### config.mk
export PLATFORM = sky130hd
export DESIGN_NAME = rxl_fp_sync
export DESIGN_NICKNAME = d
export VERILOG_FILES = /design/src/rtl/rxl_fp_pkg.sv /design/src/rtl/rxl_fp_capture.sv /design/src/rtl/rxl_fp_locator.sv /design/src/rtl/rxl_fp_errcnt.sv /design/src/rtl/rxl_fp_sync.sv
export SDC_FILE = /design/constraint.sdc
export NUM_CORES = 1
export LEC_CHECK = 0
export CORE_MARGIN = 8
export CORE_UTILIZATION = 55
export CTS_CLUSTER_DIAMETER = 200
export DETAILED_ROUTE_END_ITERATION = 8
export DONT_BUFFER_PORTS = 1
export GPL_ROUTABILITY_DRIVEN = 0
export HOLD_SLACK_MARGIN = 0.08
export PLACE_DENSITY = 0.76
export REMOVE_ABC_BUFFERS = 1
export SLEW_MARGIN = 10
export SYNTH_ARGS = -nofsm -noshare
export SYNTH_HDL_FRONTEND = slang
export SYNTH_SLANG_ARGS = --single-unit
### constraint.sdc
create_clock -name clk -period 2.5 [get_ports clk]
set_input_delay 0.5 -clock clk [delete_from_list [all_inputs] [get_ports clk]]
set_output_delay 0.5 -clock clk [all_outputs]
set_load 0.02 [all_outputs]
### src/rtl/rxl_fp_pkg.sv
package rxl_fp_pkg;

    typedef enum logic {
        REF_FIRST_A1 = 1'b0,
        REF_PAYLOAD  = 1'b1
    } fp_ref_e;

    typedef enum logic {
        PAR_EVEN = 1'b0,
        PAR_ODD  = 1'b1
    } par_sense_e;

    function automatic logic rise(input logic now_v, input logic was_v);
        return now_v & ~was_v;
    endfunction

    function automatic logic parity_fault(input logic       data_xor,
                                          input logic       fp_bit,
                                          input logic       par_bit,
                                          input par_sense_e sense,
                                          input logic       incl_fp);
        logic total;
        total = data_xor ^ par_bit ^ (incl_fp & fp_bit);
        return total != logic'(sense);
    endfunction

endpackage

### src/rtl/rxl_fp_capture.sv
module rxl_fp_capture
    import rxl_fp_pkg::*;
#(
    parameter int DW = 16
) (
    input  logic          clk,
    input  logic          rst,
    input  logic [DW-1:0] line_data,
    input  logic          line_fp,
    input  logic          line_par,
    input  par_sense_e    sense,
    input  logic          incl_fp,
    output logic [DW-1:0] s1_data,
    output logic          fp_edge,
    output logic          par_fault
);

    logic s1_fp;
    logic s1_par;
    logic fp_prev;
    logic s1_vld;

    always_ff @(posedge clk) begin
        if (rst) begin
            s1_data <= '0;
            s1_fp   <= 1'b0;
            s1_par  <= 1'b0;
            fp_prev <= 1'b0;
            s1_vld  <= 1'b0;
        end else begin
            s1_data <= line_data;
            s1_fp   <= line_fp;
            s1_par  <= line_par;
            fp_prev <= s1_fp;
            s1_vld  <= 1'b1;
        end
    end

    assign fp_edge   = rise(s1_fp, fp_prev);
    assign par_fault = s1_vld & parity_fault(^s1_data, s1_fp, s1_par, sense, incl_fp);

    // an edge can never be seen on two consecutive words
    assert_edge_single_R5: assert property (@(posedge clk) disable iff (rst)
        fp_edge |=> !fp_edge);

endmodule

### src/rtl/rxl_fp_locator.sv
module rxl_fp_locator
    import rxl_fp_pkg::*;
#(
    parameter int ROWS = 9,
    parameter int COLS = 8640
) (
    input  logic                    clk,
    input  logic                    rst,
    input  logic                    fp_edge,
    input  fp_ref_e                 ref_sel,
    input  logic [$clog2(COLS)-1:0] pay_col,
    output logic [$clog2(ROWS)-1:0] row_o,
    output logic [$clog2(COLS)-1:0] col_o,
    output logic                    sof_o,
    output logic                    mis_o
);

    localparam int ROW_W = $clog2(ROWS);
    localparam int COL_W = $clog2(COLS);
    localparam logic [ROW_W-1:0] ROW_LAST = ROW_W'(ROWS - 1);
    localparam logic [COL_W-1:0] COL_LAST = COL_W'(COLS - 1);

    typedef struct packed {
        logic [ROW_W-1:0] row;
        logic [COL_W-1:0] col;
    } pos_t;

    pos_t cur_q;
    pos_t nxt_pred;
    pos_t ref_pos;
    pos_t pos_d;
    logic locked_q;
    logic sof_d;
    logic mis_d;
    logic sof_q;
    logic mis_q;

    always_comb begin
        ref_pos.row = '0;
        ref_pos.col = (ref_sel == REF_PAYLOAD) ? pay_col : '0;

        nxt_pred = cur_q;
        if (cur_q.col == COL_LAST) begin
            nxt_pred.col = '0;
            nxt_pred.row = (cur_q.row == ROW_LAST) ? '0 : cur_q.row + 1'b1;
        end else begin
            nxt_pred.col = cur_q.col + 1'b1;
        end

        mis_d = 1'b0;
        if (fp_edge) begin
            pos_d = ref_pos;
            mis_d = locked_q && (nxt_pred != ref_pos);
        end else if (locked_q) begin
            pos_d = nxt_pred;
        end else begin
            pos_d = '0;
        end
        sof_d = (fp_edge || locked_q) && (pos_d == '0);
    end

    always_ff @(posedge clk) begin
        if (rst) begin
            cur_q    <= '0;
            locked_q <= 1'b0;
            sof_q    <= 1'b0;
            mis_q    <= 1'b0;
        end else begin
            cur_q    <= pos_d;
            locked_q <= locked_q | fp_edge;
            sof_q    <= sof_d;
            mis_q    <= mis_d;
        end
    end

    assign row_o = cur_q.row;
    assign col_o = cur_q.col;
    assign sof_o = sof_q;
    assign mis_o = mis_q;

    // counters stay inside the frame bounds
    assert_col_range_R6: assert property (@(posedge clk) disable iff (rst)
        int'(cur_q.col) < COLS);
    assert_row_range_R6: assert property (@(posedge clk) disable iff (rst)
        int'(cur_q.row) < ROWS);

    // a misalignment needs an earlier lock
    assert_mis_locked_R8: assert property (@(posedge clk) disable iff (rst)
        mis_q |-> $past(locked_q));

endmodule

### src/rtl/rxl_fp_errcnt.sv
module rxl_fp_errcnt #(
    parameter int W = 16
) (
    input  logic         clk,
    input  logic         rst,
    input  logic         inc,
    output logic [W-1:0] cnt
);

    localparam logic [W-1:0] TOP = {W{1'b1}};

    logic [W-1:0] cnt_q;

    always_ff @(posedge clk) begin
        if (rst) begin
            cnt_q <= '0;
        end else if (inc && (cnt_q != TOP)) begin
            cnt_q <= cnt_q + 1'b1;
        end
    end

    assign cnt = cnt_q;

    // saturation holds and the count moves only on an error
    assert_sat_hold_R11: assert property (@(posedge clk) disable iff (rst)
        ($past(cnt_q) == TOP) |-> (cnt_q == TOP));
    assert_moves_on_err_R11: assert property (@(posedge clk) disable iff (rst)
        (cnt_q != $past(cnt_q)) |-> $past(inc));

endmodule

### src/rtl/rxl_fp_sync.sv
module rxl_fp_sync
    import rxl_fp_pkg::*;
#(
    parameter int ROWS  = 9,
    parameter int COLS  = 8640,
    parameter int ERR_W = 16
) (
    input  logic                    clk,
    input  logic                    rst,
    input  logic [15:0]             line_data,
    input  logic                    line_fp,
    input  logic                    line_par,
    input  logic                    cfg_payload_ref,
    input  logic                    cfg_odd_par,
    input  logic                    cfg_par_fp,
    input  logic [$clog2(COLS)-1:0] cfg_pay_col,
    output logic [15:0]             rx_data,
    output logic                    rx_sof,
    output logic [$clog2(ROWS)-1:0] rx_row,
    output logic [$clog2(COLS)-1:0] rx_col,
    output logic                    rx_misalign,
    output logic                    rx_par_err,
    output logic [ERR_W-1:0]        rx_err_cnt
);

    localparam int DW = 16;

    logic [DW-1:0] s1_data;
    logic          fp_edge;
    logic          par_fault;

    rxl_fp_capture #(.DW(DW)) u_cap (
        .clk       (clk),
        .rst       (rst),
        .line_data (line_data),
        .line_fp   (line_fp),
        .line_par  (line_par),
        .sense     (par_sense_e'(cfg_odd_par)),
        .incl_fp   (cfg_par_fp),
        .s1_data   (s1_data),
        .fp_edge   (fp_edge),
        .par_fault (par_fault)
    );

    rxl_fp_locator #(.ROWS(ROWS), .COLS(COLS)) u_loc (
        .clk     (clk),
        .rst     (rst),
        .fp_edge (fp_edge),
        .ref_sel (fp_ref_e'(cfg_payload_ref)),
        .pay_col (cfg_pay_col),
        .row_o   (rx_row),
        .col_o   (rx_col),
        .sof_o   (rx_sof),
        .mis_o   (rx_misalign)
    );

    rxl_fp_errcnt #(.W(ERR_W)) u_err (
        .clk (clk),
        .rst (rst),
        .inc (par_fault),
        .cnt (rx_err_cnt)
    );

    always_ff @(posedge clk) begin
        if (rst) begin
            rx_data    <= '0;
            rx_par_err <= 1'b0;
        end else begin
            rx_data    <= s1_data;
            rx_par_err <= par_fault;
        end
    end

    // start of frame only at the frame origin
    assert_sof_origin_R3: assert property (@(posedge clk) disable iff (rst)
        rx_sof |-> (rx_row == '0 && rx_col == '0));

    // a resync in payload mode lands on the programmed column
    assert_payload_ref_R4: assert property (@(posedge clk) disable iff (rst)
        (rx_misalign && $past(cfg_payload_ref)) |-> (rx_row == '0 && rx_col == $past(cfg_pay_col)));

    // a flagged word below saturation adds exactly one
    assert_perr_counted_R11: assert property (@(posedge clk) disable iff (rst)
        (rx_par_err && ($past(rx_err_cnt) != {ERR_W{1'b1}})) |->
            (rx_err_cnt == ERR_W'($past(rx_err_cnt) + 1'b1)));

endmodule

* Word level (Yosys, flattened, before mapping)
Cells that the tools add are included.
** Cells by class
- Add/sub/neg operators :: 3
- Equality and inequality tests :: 5
- Multiplexer cells :: 7
- Bitwise operators :: 8
- Reduce and logical (&&, ||, !) cells :: 7
** Operators with widths (number)
- 2-to-1 mux 18 bit :: 2
- 2-to-1 mux 14 bit :: 2
- zero test 18 bit :: 1
- != test 18 x 14 -> 1 bit :: 1
- adder 16 x 1 -> 16 bit, second input constant :: 1
- != test 16 bit, second input constant :: 1
- parity 16 bit :: 1
- adder 14 x 1 -> 14 bit, second input constant :: 1
- == test 14 bit, second input constant :: 1
- 2-to-1 mux 4 bit :: 2
- adder 4 x 1 -> 4 bit, second input constant :: 1
- == test 4 bit, second input constant :: 1
- AND 1 bit :: 3
- logical AND 1 bit :: 3
- inverter 1 bit :: 2
- OR reduction 2 bit :: 1
- XOR 1 bit :: 2
- logical OR 1 bit :: 1
- 2-to-1 mux 1 bit :: 1
- != test 1 bit :: 1
- bitwise OR 1 bit :: 1
** Storage, ports and cells
- Register bits after elaboration :: 74
- Bits of input ports :: 37

* Logic depth before layout (Yosys ltp)
- Depth after elaboration :: 7
- Mapped depth :: 10
- Gate-level depth less buffers :: 9

* Modules after synthesis
A second synthesis with hierarchy kept.
** Unflattened totals
- Cell total of the unflattened synthesis :: 424
- Area total of the unflattened synthesis :: 3728.6 um^2
** By module, submodules not included
- rxl_fp_locator :: times used 1, cells each 228, area each 1695.4 um^2, seq. area each 420.4 um^2
- rxl_fp_errcnt :: times used 1, cells each 99, area each 848.3 um^2, seq. area each 320.3 um^2
- rxl_fp_capture :: times used 1, cells each 62, area each 709.4 um^2, seq. area each 400.4 um^2
- rxl_fp_sync :: times used 1, cells each 35, area each 475.5 um^2, seq. area each 340.3 um^2

* Worst setup path after synthesis
No wires, ideal clock.
- Path kind :: flip-flop to flip-flop
- Start point :: register u_loc.cur_q (netlist bit u_loc.col_o[0])
- End point :: register u_loc.sof_q (netlist: u_loc.sof_o)
- Data arrival time :: 2.337 ns
- Data required time :: 2.408 ns
- Setup slack :: 0.071 ns
- Cell stages (with the launch flop) :: 10
- Cells stage by stage :: dfxtp_1 ha_1 nand3_2 or3_1 buf_6 nor2_8 o221ai_1 a22oi_2 nand4_1 nor4_1
** Between the ends
- Cells in the longest elaborated chain, start to end :: 6
- Elaborated cells on any way between the ends :: 8
- Those cells by class :: 1 x add/sub; 1 x eq/ne; 4 x mux; 2 x reduce/logical
** RTL lines
- start: declaration :: line rxl_fp_locator.sv:28 : pos_t cur_q;
- start signal: assignment :: line rxl_fp_locator.sv:69 : cur_q <= pos_d;
- adder 14 x 1 -> 14 bit or == test 14 bit (tied branches) :: line rxl_fp_locator.sv:47, rxl_fp_locator.sv:43
- 2-to-1 mux 14 bit or 2-to-1 mux 4 bit (tied branches) :: line rxl_fp_locator.sv:43 : if (cur_q.col == COL_LAST) begin
- 2-to-1 mux 18 bit * :: line rxl_fp_locator.sv:54 : end else if (locked_q) begin
- 2-to-1 mux 18 bit * :: line rxl_fp_locator.sv:51 : if (fp_edge) begin
- zero test 18 bit * :: line rxl_fp_locator.sv:59 : sof_d = (fp_edge || locked_q) && (pos_d == '0);
- logical AND 1 bit * :: line rxl_fp_locator.sv:59
- end signal: assignment :: line rxl_fp_locator.sv:66 : sof_q <= 1'b0;
- end signal: assignment :: line rxl_fp_locator.sv:71 : sof_q <= sof_d;
- end: declaration :: line rxl_fp_locator.sv:35 : logic sof_q;
Every way passes the cells marked *; elsewhere a longest branch is shown, timed or not.
A chain may end at the register's enable or synchronous reset.

* Final worst setup path
- Start point :: register u_loc.cur_q (netlist bit u_loc.col_o[0])
- End point :: register u_loc.mis_q (netlist: u_loc.mis_o)
** Between the ends
- Cells in the longest elaborated chain, start to end :: 4
- Elaborated cells on any way between the ends :: 6
- Those cells by class :: 1 x add/sub; 2 x eq/ne; 2 x mux; 1 x reduce/logical
** RTL lines
- adder 14 x 1 -> 14 bit or == test 14 bit (tied branches) :: line rxl_fp_locator.sv:47, rxl_fp_locator.sv:43
- 2-to-1 mux 14 bit or 2-to-1 mux 4 bit (tied branches) :: line rxl_fp_locator.sv:43
- != test 18 x 14 -> 1 bit * :: line rxl_fp_locator.sv:53 : mis_d = locked_q && (nxt_pred != ref_pos);
- logical AND 1 bit * :: line rxl_fp_locator.sv:53
- end signal: assignment :: line rxl_fp_locator.sv:72 : mis_q <= mis_d;
- end: declaration :: line rxl_fp_locator.sv:36 : logic mis_q;
Marks and branches as above.

==> impl_metrics.py <==
metrics = {
    "routing": {
        "dr.pass1.iters": 5,
        "vias": 3326,
        "drt_iter0_markers": 268,
        "via_per_inst": 6.01,
        "wirelength_um": 9910,
        "ant_nets": 0,
        "drc": 0,
        "wl_met1_um": 4030,
        "met3_length_um": 966,
        "wl_met2_um": 4650,
        "top_layer": "met4",
        "post_drt_wl_per_cell_um": 17.9,
    },
    "synthesis": {
        "yosys_warnings": 0,
        "synth-edff-count": 0,
        "ys_seq_elements": 74,
        "ys.flop_type": "dfxtp_1",
        "ys_types": 60,
        "netlist_area_sq_mm": 0.00376,
        "ys_seq_area_frac": 0.394,
        "synthArstFlopShare": 0,
        "synth_cells": 434,
        "syn_avg_cell_area_sq_um": 8.67,
    },
    "pwr": {
        "p_sw_uw": 775,
        "sequentialPowerShare": 0.479,
        "p_leak_nw": 1.67,
        "power_density_mw_per_mm2": 614,
        "switching_share": 0.290,
        "internal-power_mw": 1.89,
        "p_comb_frac": 0.154,
        "finalPower_mw": 2.67,
        "clkPwrFrac": 0.367,
        "peakVddDrop_v": 0.000415,
    },
    "setup_path": {
        "cp_data_required_time_ns": 2.74,
        "regToRegSetupSlack_ns": 0.15,
        "cp-end-kind": "register",
        "start_kind": "register",
        "worstPathArrival_ns": 2.59,
        "crit_fanout": 9,
        "setup.worst_path.class": "reg -> reg",
    },
    "clock_network": {
        "insertion_delay_ns": 0.35,
        "cts_tree": "done",
        "hold_buffers": 0,
        "clock_sinks": 74,
        "cts_max_path_buffers": 2,
        "numCtsBuffers": 9,
        "htree_levels": 3,
        "cts_root_buf": "clkbuf_8",
        "path_clk_slew_ns": 0.09,
    },
    "floorplanning": {
        "die_h_um": 98.7,
        "start_util": 0.560,
        "rows": 30,
        "io_pins": 90,
        "die_area_sq_mm": 0.00975,
        "die_w_um": 98.7,
        "coreArea_sq_mm": 0.00672,
    },
    "sta": {
        "finalWorstSetupSlack_ns": 0.153,
        "relSlewSlack": 0.495,
        "tns_ns": 0,
        "final_hold_viol_count": 0,
        "rsz0062_at_grt": "false",
        "setup_viol": 0,
        "slew_violations": 0,
        "period_minus_slack_ns": 2.35,
        "fin_skew_ns": 0.0126,
        "maxClockFrequency_mhz": 426,
        "finalCritPeriodShare": 0.939,
        "tightest_slew_ns": 0.757,
        "whs_ns": 0.222,
    },
    "placed_design": {
        "dpl_cell_area_sq_mm": 0.00408,
        "dp_hpwl_um": 7180,
        "dp_cells": 535,
        "pre_cts_ws_ns": 0.125,
        "portBuffers": 0,
    },
    "global_routing": {
        "grt_usage": 0.202,
        "antenna_found_initial": 0,
        "grt_pass1_wl_um": 15900,
        "grt_max_degree": 70,
        "grt_pass1_vias": 3198,
        "overflow": 0,
    },
    "finish": {
        "fill_cells": 592,
        "final_cell_mix": "dfxtp_1 (74), nor2_1 (46), buf_4 (43)",
        "fin_nets": 508,
        "ff_latch_area_sq_mm": 0.00148,
        "final_common_cell": "dfxtp_1",
        "layout-drive-gt1-share": 0.178,
        "areaGrowthSynthToFinish_pct": 15.4,
        "multi_input_area_sq_mm": 0.00219,
        "final_cells": 553,
        "final_util": 0.647,
        "finalInstanceArea_sq_mm": 0.00434,
    },
    "worst_hold_path": {
        "hold_path_class": "in -> reg",
    },
    "run": {
        "maxCapViolCount": 0,
    },
    "status": {
        "status": "completed",
    },
}
synthesized netlist by cell type (all sizes together), types with 2 or more instances:
master / n / share of area
and4: 4 / 0.010
a221oi: 2 / 0.0047
inv: 12 / 0.012
nor2: 47 / 0.051
xnor3: 2 / 0.012
ha: 4 / 0.013
nand4: 15 / 0.027
nor2b: 41 / 0.068
xnor2: 28 / 0.065
nor3: 9 / 0.012
a21oi: 12 / 0.016
buf: 4 / 0.0086
nand2: 36 / 0.036
clkbuf: 17 / 0.017
o221ai: 3 / 0.0070
or4: 2 / 0.0043
o21ai: 14 / 0.019
o211ai: 4 / 0.0080
nand3: 18 / 0.028
o22ai: 2 / 0.0033
nand4b: 2 / 0.0047
o31ai: 4 / 0.0080
nand3b: 2 / 0.0040
xor2: 13 / 0.030
or3: 3 / 0.0050
and3: 5 / 0.0083
nor4: 7 / 0.016
nand2b: 2 / 0.0033
a22oi: 8 / 0.017
a41oi: 2 / 0.0047
dfxtp: 74 / 0.39
mux2i: 2 / 0.0053
mux2: 6 / 0.018
and2: 6 / 0.010
a311o: 2 / 0.0053
a32oi: 4 / 0.0093
worst max-delay path: stages, from the launching register on:
cell and delay [ns]:
dfxtp_1 0.34, ha_1 0.20, nand3_2 0.10, buf_4 0.19, nor3_1 0.36, xnor2_1 0.19
a311o_1 0.30, and3_1 0.17, nor4b_1 0.28, a21oi_1 0.10
cell type report:
class | instances | share of cell area
multi-input cells | 327 | 0.503
flip-flops and latches | 74 | 0.341
repair buffers | 43 | 0.0743
clock buffers | 9 | 0.0285
well taps | 80 | 0.0230
clock inverters | 7 | 0.0190
inverters | 12 | 0.0104
diodes | 1 | 0.000576
flip-flops by register name, indices dropped and copies added (netlist names):
name and count:
u_cap.s1_vld 1, rx_data 16, u_loc.col_o 14, u_loc.mis_o 1, u_cap.s1_data 16, u_cap.s1_fp 1, u_err.cnt 16, u_loc.sof_o 1
u_loc.locked_q 1, u_cap.s1_par 1, u_cap.fp_prev 1, u_loc.row_o 4, rx_par_err 1
power groups by stage:
stage / Clock, mW / Combinational [mW] / Sequential [mW]
global route: 1.05 / 0.445 / 1.28
CTS: 1.00 / 0.374 / 1.28
global placement: 0 / 0.362 / 1.30
detailed placement: 0 / 0.371 / 1.31
finish: 0.980 / 0.410 / 1.28
floorplan: 0 / 0.236 / 1.32
path summary, 6_finish.rpt:
| path | from | to | depth (start not counted) |
|---|---|---|---|
| worst max-delay path | u_loc.col_o[0] | u_loc.mis_o | 9 |
| worst max register to register | u_loc.col_o[0] | u_loc.mis_o | 9 |
| worst min register to register | u_cap.s1_data[10] | rx_data[10] | 1 |
| worst min-delay path | rst | u_err.cnt[8] | 1 |
kinds of logic after synthesis:
kind of cell / count (synthesis) / share of synthesized area
AO/OA/AOI/OAI: 69 / 0.130
XOR/XNOR: 43 / 0.107
adder cells (fa/ha/maj): 4 / 0.0133
buffers and inverters: 33 / 0.0376
flip-flops: 74 / 0.394
multiplexers: 8 / 0.0233
AND/OR/NAND/NOR: 203 / 0.295
repair_timing:
| item | 4_1_cts | 5_1_grt |
|---|---|---|
| endpoints found under the setup margin | 0 | 7 |
| buffers inserted | 0 | 1 |
| resized for setup | 0 | 7 |
layer usage:
metal / vias up / GRT usage
met4: 0 / 0.0992
met5: - / 0
met1: 1563 / 0.238
met3: 23 / 0.0740
met2: 142 / 0.317
li1: 1598 / -
Power figures use the tool's default switching activity.
